==> config.mk <==
export PLATFORM = sky130hd
export DESIGN_NAME = uart_regfile
export DESIGN_NICKNAME = d
export VERILOG_FILES = /design/src/rtl/uart_rf_pkg.sv /design/src/rtl/uart_fmt_dec.sv /design/src/rtl/uart_irq_eval.sv /design/src/rtl/uart_regfile.sv
export SDC_FILE = /design/constraint.sdc
export NUM_CORES = 1
export LEC_CHECK = 0
export BUFFER_PORTS_ARGS = -buffer_cell sky130_fd_sc_hd__buf_2
export CAP_MARGIN = 20
export CORE_ASPECT_RATIO = 0.75
export CORE_MARGIN = 5
export CORE_UTILIZATION = 55
export CTS_CLUSTER_SIZE = 20
export DETAILED_ROUTE_END_ITERATION = 7
export GPL_ROUTABILITY_DRIVEN = 0
export PLACE_DENSITY_LB_ADDON = 0.25
export SYNTH_ARGS = -nofsm -noshare
export SYNTH_HDL_FRONTEND = slang
export SYNTH_SLANG_ARGS = --single-unit
==> constraint.sdc <==
create_clock -name clk -period 3.4 [get_ports clk]
set_input_delay 0.68 -clock clk [delete_from_list [all_inputs] [get_ports clk]]
set_output_delay 0.68 -clock clk [all_outputs]
set_load 0.05 [all_outputs]
==> src/rtl/uart_rf_pkg.sv <==
package uart_rf_pkg;

    localparam int NUM_REGS = 8;

    localparam logic [2:0] OFS_DATA = 3'd0;
    localparam logic [2:0] OFS_IEN  = 3'd1;
    localparam logic [2:0] OFS_IDF  = 3'd2;
    localparam logic [2:0] OFS_LCR  = 3'd3;
    localparam logic [2:0] OFS_MCR  = 3'd4;
    localparam logic [2:0] OFS_LST  = 3'd5;
    localparam logic [2:0] OFS_MST  = 3'd6;
    localparam logic [2:0] OFS_SPR  = 3'd7;

    typedef enum logic [2:0] {
        PAR_NONE  = 3'd0,
        PAR_ODD   = 3'd1,
        PAR_EVEN  = 3'd2,
        PAR_ZERO  = 3'd3,
        PAR_ONE   = 3'd4,
        PAR_UNDEF = 3'd7
    } parity_e;

    typedef struct packed {
        logic [7:0]  lcr;
        logic [7:0]  mcr;
        logic [7:0]  ien;
        logic [7:0]  fcr;
        logic [7:0]  lst;
        logic [7:0]  mst;
        logic [7:0]  spr;
        logic [15:0] divisor;
        logic        tx_pend;
        logic        lb_valid;
        logic [7:0]  lb_data;
        logic        tx_valid;
        logic [7:0]  tx_data;
        logic [7:0]  rdata;
    } rf_state_t;

endpackage

==> src/rtl/uart_fmt_dec.sv <==
module uart_fmt_dec
    import uart_rf_pkg::*;
(
    input  logic [6:0] lcr_i,
    output logic [3:0] data_bits_o,
    output logic [2:0] stop_halves_o,
    output logic [2:0] parity_o,
    output logic       break_o
);
    parity_e par;

    always_comb begin
        data_bits_o = 4'd5 + {2'b00, lcr_i[1:0]};
        if (!lcr_i[2])
            stop_halves_o = 3'd2;
        else if (lcr_i[1:0] == 2'b00)
            stop_halves_o = 3'd3;
        else
            stop_halves_o = 3'd4;
        case (lcr_i[5:3])
            3'd0:    par = PAR_NONE;
            3'd1:    par = PAR_ODD;
            3'd3:    par = PAR_EVEN;
            3'd5:    par = PAR_ZERO;
            3'd7:    par = PAR_ONE;
            default: par = PAR_UNDEF;
        endcase
        parity_o = par;
        break_o  = lcr_i[6];
    end
endmodule

==> src/rtl/uart_irq_eval.sv <==
module uart_irq_eval (
    input  logic [1:0] ien_i,
    input  logic       tx_pend_i,
    input  logic       rx_rdy_i,
    input  logic       gate_i,
    output logic       nopend_o,
    output logic       irq_o
);
    logic pending;

    always_comb begin
        pending  = (ien_i[1] && tx_pend_i) || (ien_i[0] && rx_rdy_i);
        nopend_o = !pending;
        irq_o    = pending && gate_i;
    end
endmodule

==> src/rtl/uart_regfile.sv <==
module uart_regfile
    import uart_rf_pkg::*;
#(
    parameter int          ADDR_W      = 8,
    parameter int          STRIDE      = 1,
    parameter logic [15:0] RESET_DIV   = 16'd12,
    parameter bit          FIFO_REPORT = 1'b1
) (
    input  logic              clk,
    input  logic              rst_n,
    input  logic [ADDR_W-1:0] addr_i,
    input  logic [7:0]        wdata_i,
    input  logic              wr_en_i,
    input  logic              rd_en_i,
    output logic [7:0]        rdata_o,
    output logic              irq_o,
    input  logic              in_use_i,
    output logic [7:0]        tx_data_o,
    output logic              tx_valid_o,
    input  logic [7:0]        rx_data_i,
    input  logic              rx_avail_i,
    output logic              rx_pop_o,
    output logic [15:0]       divisor_o,
    output logic [3:0]        data_bits_o,
    output logic [2:0]        stop_halves_o,
    output logic [2:0]        parity_o,
    output logic              break_o
);
    localparam logic [ADDR_W-1:0] STRIDE_V = ADDR_W'(STRIDE);
    localparam logic [ADDR_W-1:0] NREG_V   = ADDR_W'(NUM_REGS);
    localparam rf_state_t RST_STATE = '{
        lcr: 8'h03, mcr: 8'h00, ien: 8'h00, fcr: 8'h00, lst: 8'h00,
        mst: 8'h00, spr: 8'h00, divisor: RESET_DIV, tx_pend: 1'b0,
        lb_valid: 1'b0, lb_data: 8'h00, tx_valid: 1'b0, tx_data: 8'h00,
        rdata: 8'h00
    };

    rf_state_t   q, d;
    logic [ADDR_W-1:0] idx_full;
    logic [2:0]  sel;
    logic        in_range, dlab, loopback, rx_rdy, nopend;
    logic        wr_data, rd_data;
    logic [7:0]  iir_view, lst_view, fifo_bits;

    always_comb begin
        idx_full  = addr_i / STRIDE_V;
        in_range  = idx_full < NREG_V;
        sel       = idx_full[2:0];
        dlab      = q.lcr[7];
        loopback  = q.mcr[4];
        rx_rdy    = in_use_i && (q.lb_valid || rx_avail_i);
        wr_data   = wr_en_i && in_range && sel == OFS_DATA && !dlab;
        rd_data   = rd_en_i && in_range && sel == OFS_DATA && !dlab;
        rx_pop_o  = rd_data && in_use_i && !q.lb_valid && rx_avail_i;
        fifo_bits = FIFO_REPORT ? {q.fcr[2:1], 6'b0} : 8'h00;
        iir_view  = fifo_bits | {5'b0, rx_rdy, q.tx_pend, nopend};
        lst_view  = {q.lst[7], 2'b11, q.lst[4:1], rx_rdy};
    end

    uart_irq_eval u_irq (
        .ien_i     (q.ien[1:0]),
        .tx_pend_i (q.tx_pend),
        .rx_rdy_i  (rx_rdy),
        .gate_i    (q.mcr[3]),
        .nopend_o  (nopend),
        .irq_o     (irq_o)
    );

    uart_fmt_dec u_fmt (
        .lcr_i         (q.lcr[6:0]),
        .data_bits_o   (data_bits_o),
        .stop_halves_o (stop_halves_o),
        .parity_o      (parity_o),
        .break_o       (break_o)
    );

    always_comb begin
        d = q;
        d.tx_valid = 1'b0;
        // read side: capture data and consume loopback byte
        if (rd_en_i) begin
            d.rdata = 8'h00;
            if (in_range) begin
                case (sel)
                    OFS_DATA: begin
                        if (dlab)
                            d.rdata = q.divisor[7:0];
                        else if (in_use_i) begin
                            d.rdata = q.lb_valid ? q.lb_data : rx_data_i;
                            d.lb_valid = 1'b0;
                        end
                    end
                    OFS_IEN: d.rdata = dlab ? q.divisor[15:8] : q.ien;
                    OFS_IDF: d.rdata = iir_view;
                    OFS_LCR: d.rdata = q.lcr;
                    OFS_MCR: d.rdata = q.mcr;
                    OFS_LST: d.rdata = lst_view;
                    OFS_MST: d.rdata = q.mst | 8'hB0;
                    default: d.rdata = q.spr;
                endcase
            end
        end
        // write side
        if (wr_en_i && in_range) begin
            case (sel)
                OFS_DATA: begin
                    if (dlab)
                        d.divisor[7:0] = wdata_i;
                    else begin
                        d.tx_pend = 1'b1;
                        if (loopback) begin
                            d.lb_valid = 1'b1;
                            d.lb_data  = wdata_i;
                        end else begin
                            d.tx_valid = 1'b1;
                            d.tx_data  = wdata_i;
                        end
                    end
                end
                OFS_IEN: begin
                    if (dlab)
                        d.divisor[15:8] = wdata_i;
                    else begin
                        if (!q.ien[1] && wdata_i[1])
                            d.tx_pend = 1'b1;
                        d.ien = wdata_i;
                    end
                end
                OFS_IDF: d.fcr = wdata_i;
                OFS_LCR: d.lcr = wdata_i;
                OFS_MCR: d.mcr = wdata_i;
                OFS_LST: d.lst = wdata_i;
                OFS_MST: d.mst = wdata_i;
                default: d.spr = wdata_i;
            endcase
        end
    end

    always_ff @(posedge clk) begin
        if (!rst_n) q <= RST_STATE;
        else        q <= d;
    end

    assign rdata_o    = q.rdata;
    assign tx_data_o  = q.tx_data;
    assign tx_valid_o = q.tx_valid;
    assign divisor_o  = q.divisor;

    AST_DLAB_SILENT: assert property (@(posedge clk) disable iff (!rst_n)
        (wr_en_i && in_range && sel == OFS_DATA && dlab) |=> !tx_valid_o);
    AST_TX_STROBE: assert property (@(posedge clk) disable iff (!rst_n)
        (wr_data && !loopback) |=> (tx_valid_o && tx_data_o == $past(wdata_i)));
    AST_LOOP_NO_TX: assert property (@(posedge clk) disable iff (!rst_n)
        (wr_data && loopback) |=> (!tx_valid_o && q.lb_valid));
    AST_TXEN_RISE: assert property (@(posedge clk) disable iff (!rst_n)
        (wr_en_i && in_range && sel == OFS_IEN && !dlab && !q.ien[1] && wdata_i[1])
        |=> q.tx_pend);
    AST_IRQ_GATED: assert property (@(posedge clk) disable iff (!rst_n)
        irq_o |-> (q.mcr[3] && !nopend));
    AST_LST_FIXED: assert property (@(posedge clk) disable iff (!rst_n)
        (rd_en_i && in_range && sel == OFS_LST) |=> rdata_o[6:5] == 2'b11);
    AST_NO_POP_UNUSED: assert property (@(posedge clk) disable iff (!rst_n)
        !in_use_i |-> !rx_pop_o);
endmodule

==> out/summary.md <==
The flow ran to the end, and the final reports show no timing, DRC or antenna violations. After clock tree synthesis, the clock-pin slew on the worst setup and hold paths is 90 ps. The clock arrives with 9.31 ps of skew. The sequential cell fraction of total power was 0.560. The worst slew slack as a fraction of its limit was 0.471. Before CTS, the worst setup slack after placement is 560 ps. The run gives 0 as the final count of hold timing violations. Cell with the largest stage delay on the worst path: sky130_fd_sc_hd__or4b_1. For the clock group share of total power, the log shows 0.364. Counting the buffers created by CTS gives 9. The run gives 0.227 as the overall routing resource usage. The final hold slack is 464 ps, and the smallest setup slack after layout is 542 ps. The die is 87.4 um tall. Of all nets on the critical path, the largest fanout is 2. The area added between synthesis and finish came out at 7.89%. Measured along the x axis, the die boundary spans 113 um.

By area the synthesized netlist is led by sky130_fd_sc_hd__dfxtp_1 40%, sky130_fd_sc_hd__mux2i_1 22%, sky130_fd_sc_hd__nor2_1 6.7%. After detailed routing, the number of vias per cell comes to 5.65. The final net count was 528; the number of DRC markers after the initial detailed-route iteration was 318. The logs give 2720 ps for the data required time at the worst endpoint and 1.35 mW for the internal power contribution. Entering global routing, the biggest net connects 50 pins.

Leaving out filler cells and counting taps, the final layout contains 606. Summing internal, switching and leakage power gives 1.82 mW. The share of the core filled with cells is 0.604, and the number of placed instances, taps included is 590.

For the peak clock frequency supported by timing, the log shows 350 MHz. The tools report the deepest level of the CTS H-tree as 3. For the remaining antenna violation count, the log shows 0. Area of the core region: 7850 um^2. The final clock period utilization by the worst path works out to 0.841. Fraction of layout cells with a size suffix above 1: 0.234. After legalization and detailed placement, the total HPWL measured 8020 um.

The critical path goes through buf_2 > or4b_1 > nor3_4 > nand3_1 > nor3b_2 > buf_2. The net count of the mapped netlist is 501. The critical path's largest stage delay is 560 ps. The tree built by TritonCTS fans out to 87 sinks.

The total of fill cells in the finished design is 706, and the cell area after synthesis is 4390 um^2. Setup-violating endpoint count in the final report: 0. Setup repair after global routing left no endpoint under its margin.

The cell that appears most often on the critical path is sky130_fd_sc_hd__buf_2. The count of unresolved DRC violations after routing is 0. The run gives 53 as the number of distinct library cell variants in the gate-level netlist after synthesis.

The worst setup path is captured at an output port. The floorplan die area is 9890 um^2. The setup path with the least slack is of type input port to output port. The aggregate global routing overflow was 0; the post-synthesis async set-or-reset flop share was 0.

For the pin with the worst max-slew slack, the measured transition is 793 ps. sky130_fd_sc_hd__dfxtp_1 takes more of the synthesized area than any other cell. Number of diodes added for antenna fixing: 0.

The first global-routing pass estimated 17,200 um of wire. VDD sags by at most 0.000212 V. The area share of the largest cell type after synthesis is 0.397, and the total of cells resized after clock tree synthesis is 0.

Once layout is done, the placed cells without fillers occupy 4740 um^2. The most common cell in the synthesized netlist is sky130_fd_sc_hd__mux2i_1. The min-delay analysis places its worst path in the category register to register. The critical path contains buffers and inverters numbering 2 combined. TritonCTS built the clock tree.

In this run the power density over the cells is 384 nW/um^2. The run gives 76 as the top-level I/O count. The tools report the max-slew violation count as 0. The combinational power share was 0.076. Summed over all nets, the switching power comes to 0.471 mW. The initialized floorplan defines 28 standard-cell rows.

The mean cell area of the mapped netlist was 9.36 um^2. The tools report the root cell of the clock tree as sky130_fd_sc_hd__clkbuf_8. The run gives 0 ps as the final sum of negative setup slack. The number of antenna violations at the first check in global routing is 0. Clock latency on the worst-skew pair, taken at its later pin, is 370 ps. After detailed placement, the total cell area comes to 4550 um^2.

Prevailing post-synth register cell: sky130_fd_sc_hd__dfxtp_1. The synthesis-stage register bit count is 87, and the fraction of the yosys area taken by sequential cells is 0.397. On the critical path the largest part of the delay comes from simple AND/OR/NAND/NOR gates. The number of global-route vias before repair came out at 3,198.

Dividing the detail-routed wire length by the instance count gives 18.5 um. The number of setup buffers added after CTS is 0. The analysis attributes to cell leakage a power of 2.39 nW.

In this run the deepest clock path goes through 2 buffers. The run gives 5 as the total iterations of the first detailed-routing run. The count of buffers added on input and output ports is 75. The initial cell density of the core is 0.559, and the cell count after synthesis is 469. The number of enable-type register cells in the synthesized netlist was 0; the hold buffer count at CTS was 0.

The switching part of the total is 0.259. Ranked by instance count, the synthesized netlist is headed by 95 x sky130_fd_sc_hd__mux2i_1, 87 x sky130_fd_sc_hd__dfxtp_1, 78 x sky130_fd_sc_hd__nor2_1. Counting I/O delays and the setup requirement, the final critical path takes 2860 ps. The detailed router placed 3,424 vias in this run.

The count of warnings emitted by yosys is 0, and the data arrival time of the critical path is 2180 ps. The tools report the startpoint type of the worst setup path as an input port. The run gives 0 as the max-cap check violation count. Summed over all layers, the routed wires come to 11,200 um.
-- cell families (layout without fill, tap and decap cells) --
| family | after synthesis | after routing | share of synthesized area |
|---|---|---|---|
| adder cells (fa/ha/maj) | 2 | 2 | 0.00570 |
| AO/OA/AOI/OAI | 59 | 59 | 0.0926 |
| flip-flops | 87 | 87 | 0.397 |
| multiplexers | 100 | 100 | 0.229 |
| buffers and inverters | 77 | 109 | 0.101 |
| AND/OR/NAND/NOR | 144 | 144 | 0.174 |
-- routing by layer --
| layer | up-vias | GRT usage | part of all wire |
|---|---|---|---|
| li1 | 1652 | - | - |
| met2 | 156 | 0.336 | 0.43 |
| met1 | 1602 | 0.324 | 0.46 |
| met4 | 0 | 0.0677 | 0.016 |
| met3 | 14 | 0.0597 | 0.095 |
| met5 | - | 0 | 0 |
-- power by group through the flow --
stage	registers (mW)	logic [mW]	clock network, mW
finish	1.02	0.139	0.663
detailed placement	1.04	0.135	0
floorplan	1.04	0.0865	0
global placement	1.04	0.135	0
CTS	1.02	0.136	0.680
global route	1.02	0.147	0.712
-- registers in the layout, summed over array words and instances (netlist names) --
| signal | cells |
|---|---|
| lst_view | 5 |
| fifo_bits | 2 |
| loopback | 1 |
| tx_valid_o | 1 |
| q | 45 |
| rdata_o | 8 |
| tx_data_o | 8 |
| dlab | 1 |
| divisor_o | 16 |
-- worst min-delay path, cell delays in order (launching register included) --
cell,delay (ps)
sky130_fd_sc_hd__dfxtp_1,330
sky130_fd_sc_hd__nand2_1,50
sky130_fd_sc_hd__o21ai_0,60
-- layout by cell type (no fill, tap or decap), types with 5 or more instances in the layout --
cell and count:
sky130_fd_sc_hd__mux2i_1 95, sky130_fd_sc_hd__nor2b_1 6, sky130_fd_sc_hd__o21ai_0 14, sky130_fd_sc_hd__buf_4 8, sky130_fd_sc_hd__mux2_2 5, sky130_fd_sc_hd__inv_1 8
sky130_fd_sc_hd__nand2b_1 9, sky130_fd_sc_hd__clkbuf_8 10, sky130_fd_sc_hd__nand2_1 17, sky130_fd_sc_hd__nor2_1 78, sky130_fd_sc_hd__a21oi_1 8, sky130_fd_sc_hd__dfxtp_1 87
sky130_fd_sc_hd__buf_2 75
-- path summary, 6_finish.rpt --
check / from / to / slack, ps / cells past startpoint
worst max-delay path: addr_i[7] / rx_pop_o / 540 / 6
worst min-delay path: rdata_o[1] / rdata_o[1] / 460 / 2
worst max register to register: dlab / rdata_o[3] / 1180 / 4
worst min register to register: rdata_o[1] / rdata_o[1] / 460 / 2
-- cell type report --
| type | count | area, um^2 | area share |
|---|---|---|---|
| repair buffers | 83 | 435 | 0.0919 |
| well taps | 105 | 131 | 0.0277 |
| inverters | 10 | 37.5 | 0.00792 |
| multi-input cells | 305 | 2210 | 0.466 |
| flip-flops and latches | 87 | 1740 | 0.368 |
| clock buffers | 11 | 141 | 0.0298 |
| clock inverters | 5 | 41.3 | 0.00872 |
Note: power is estimated with default switching activity, not from simulation.
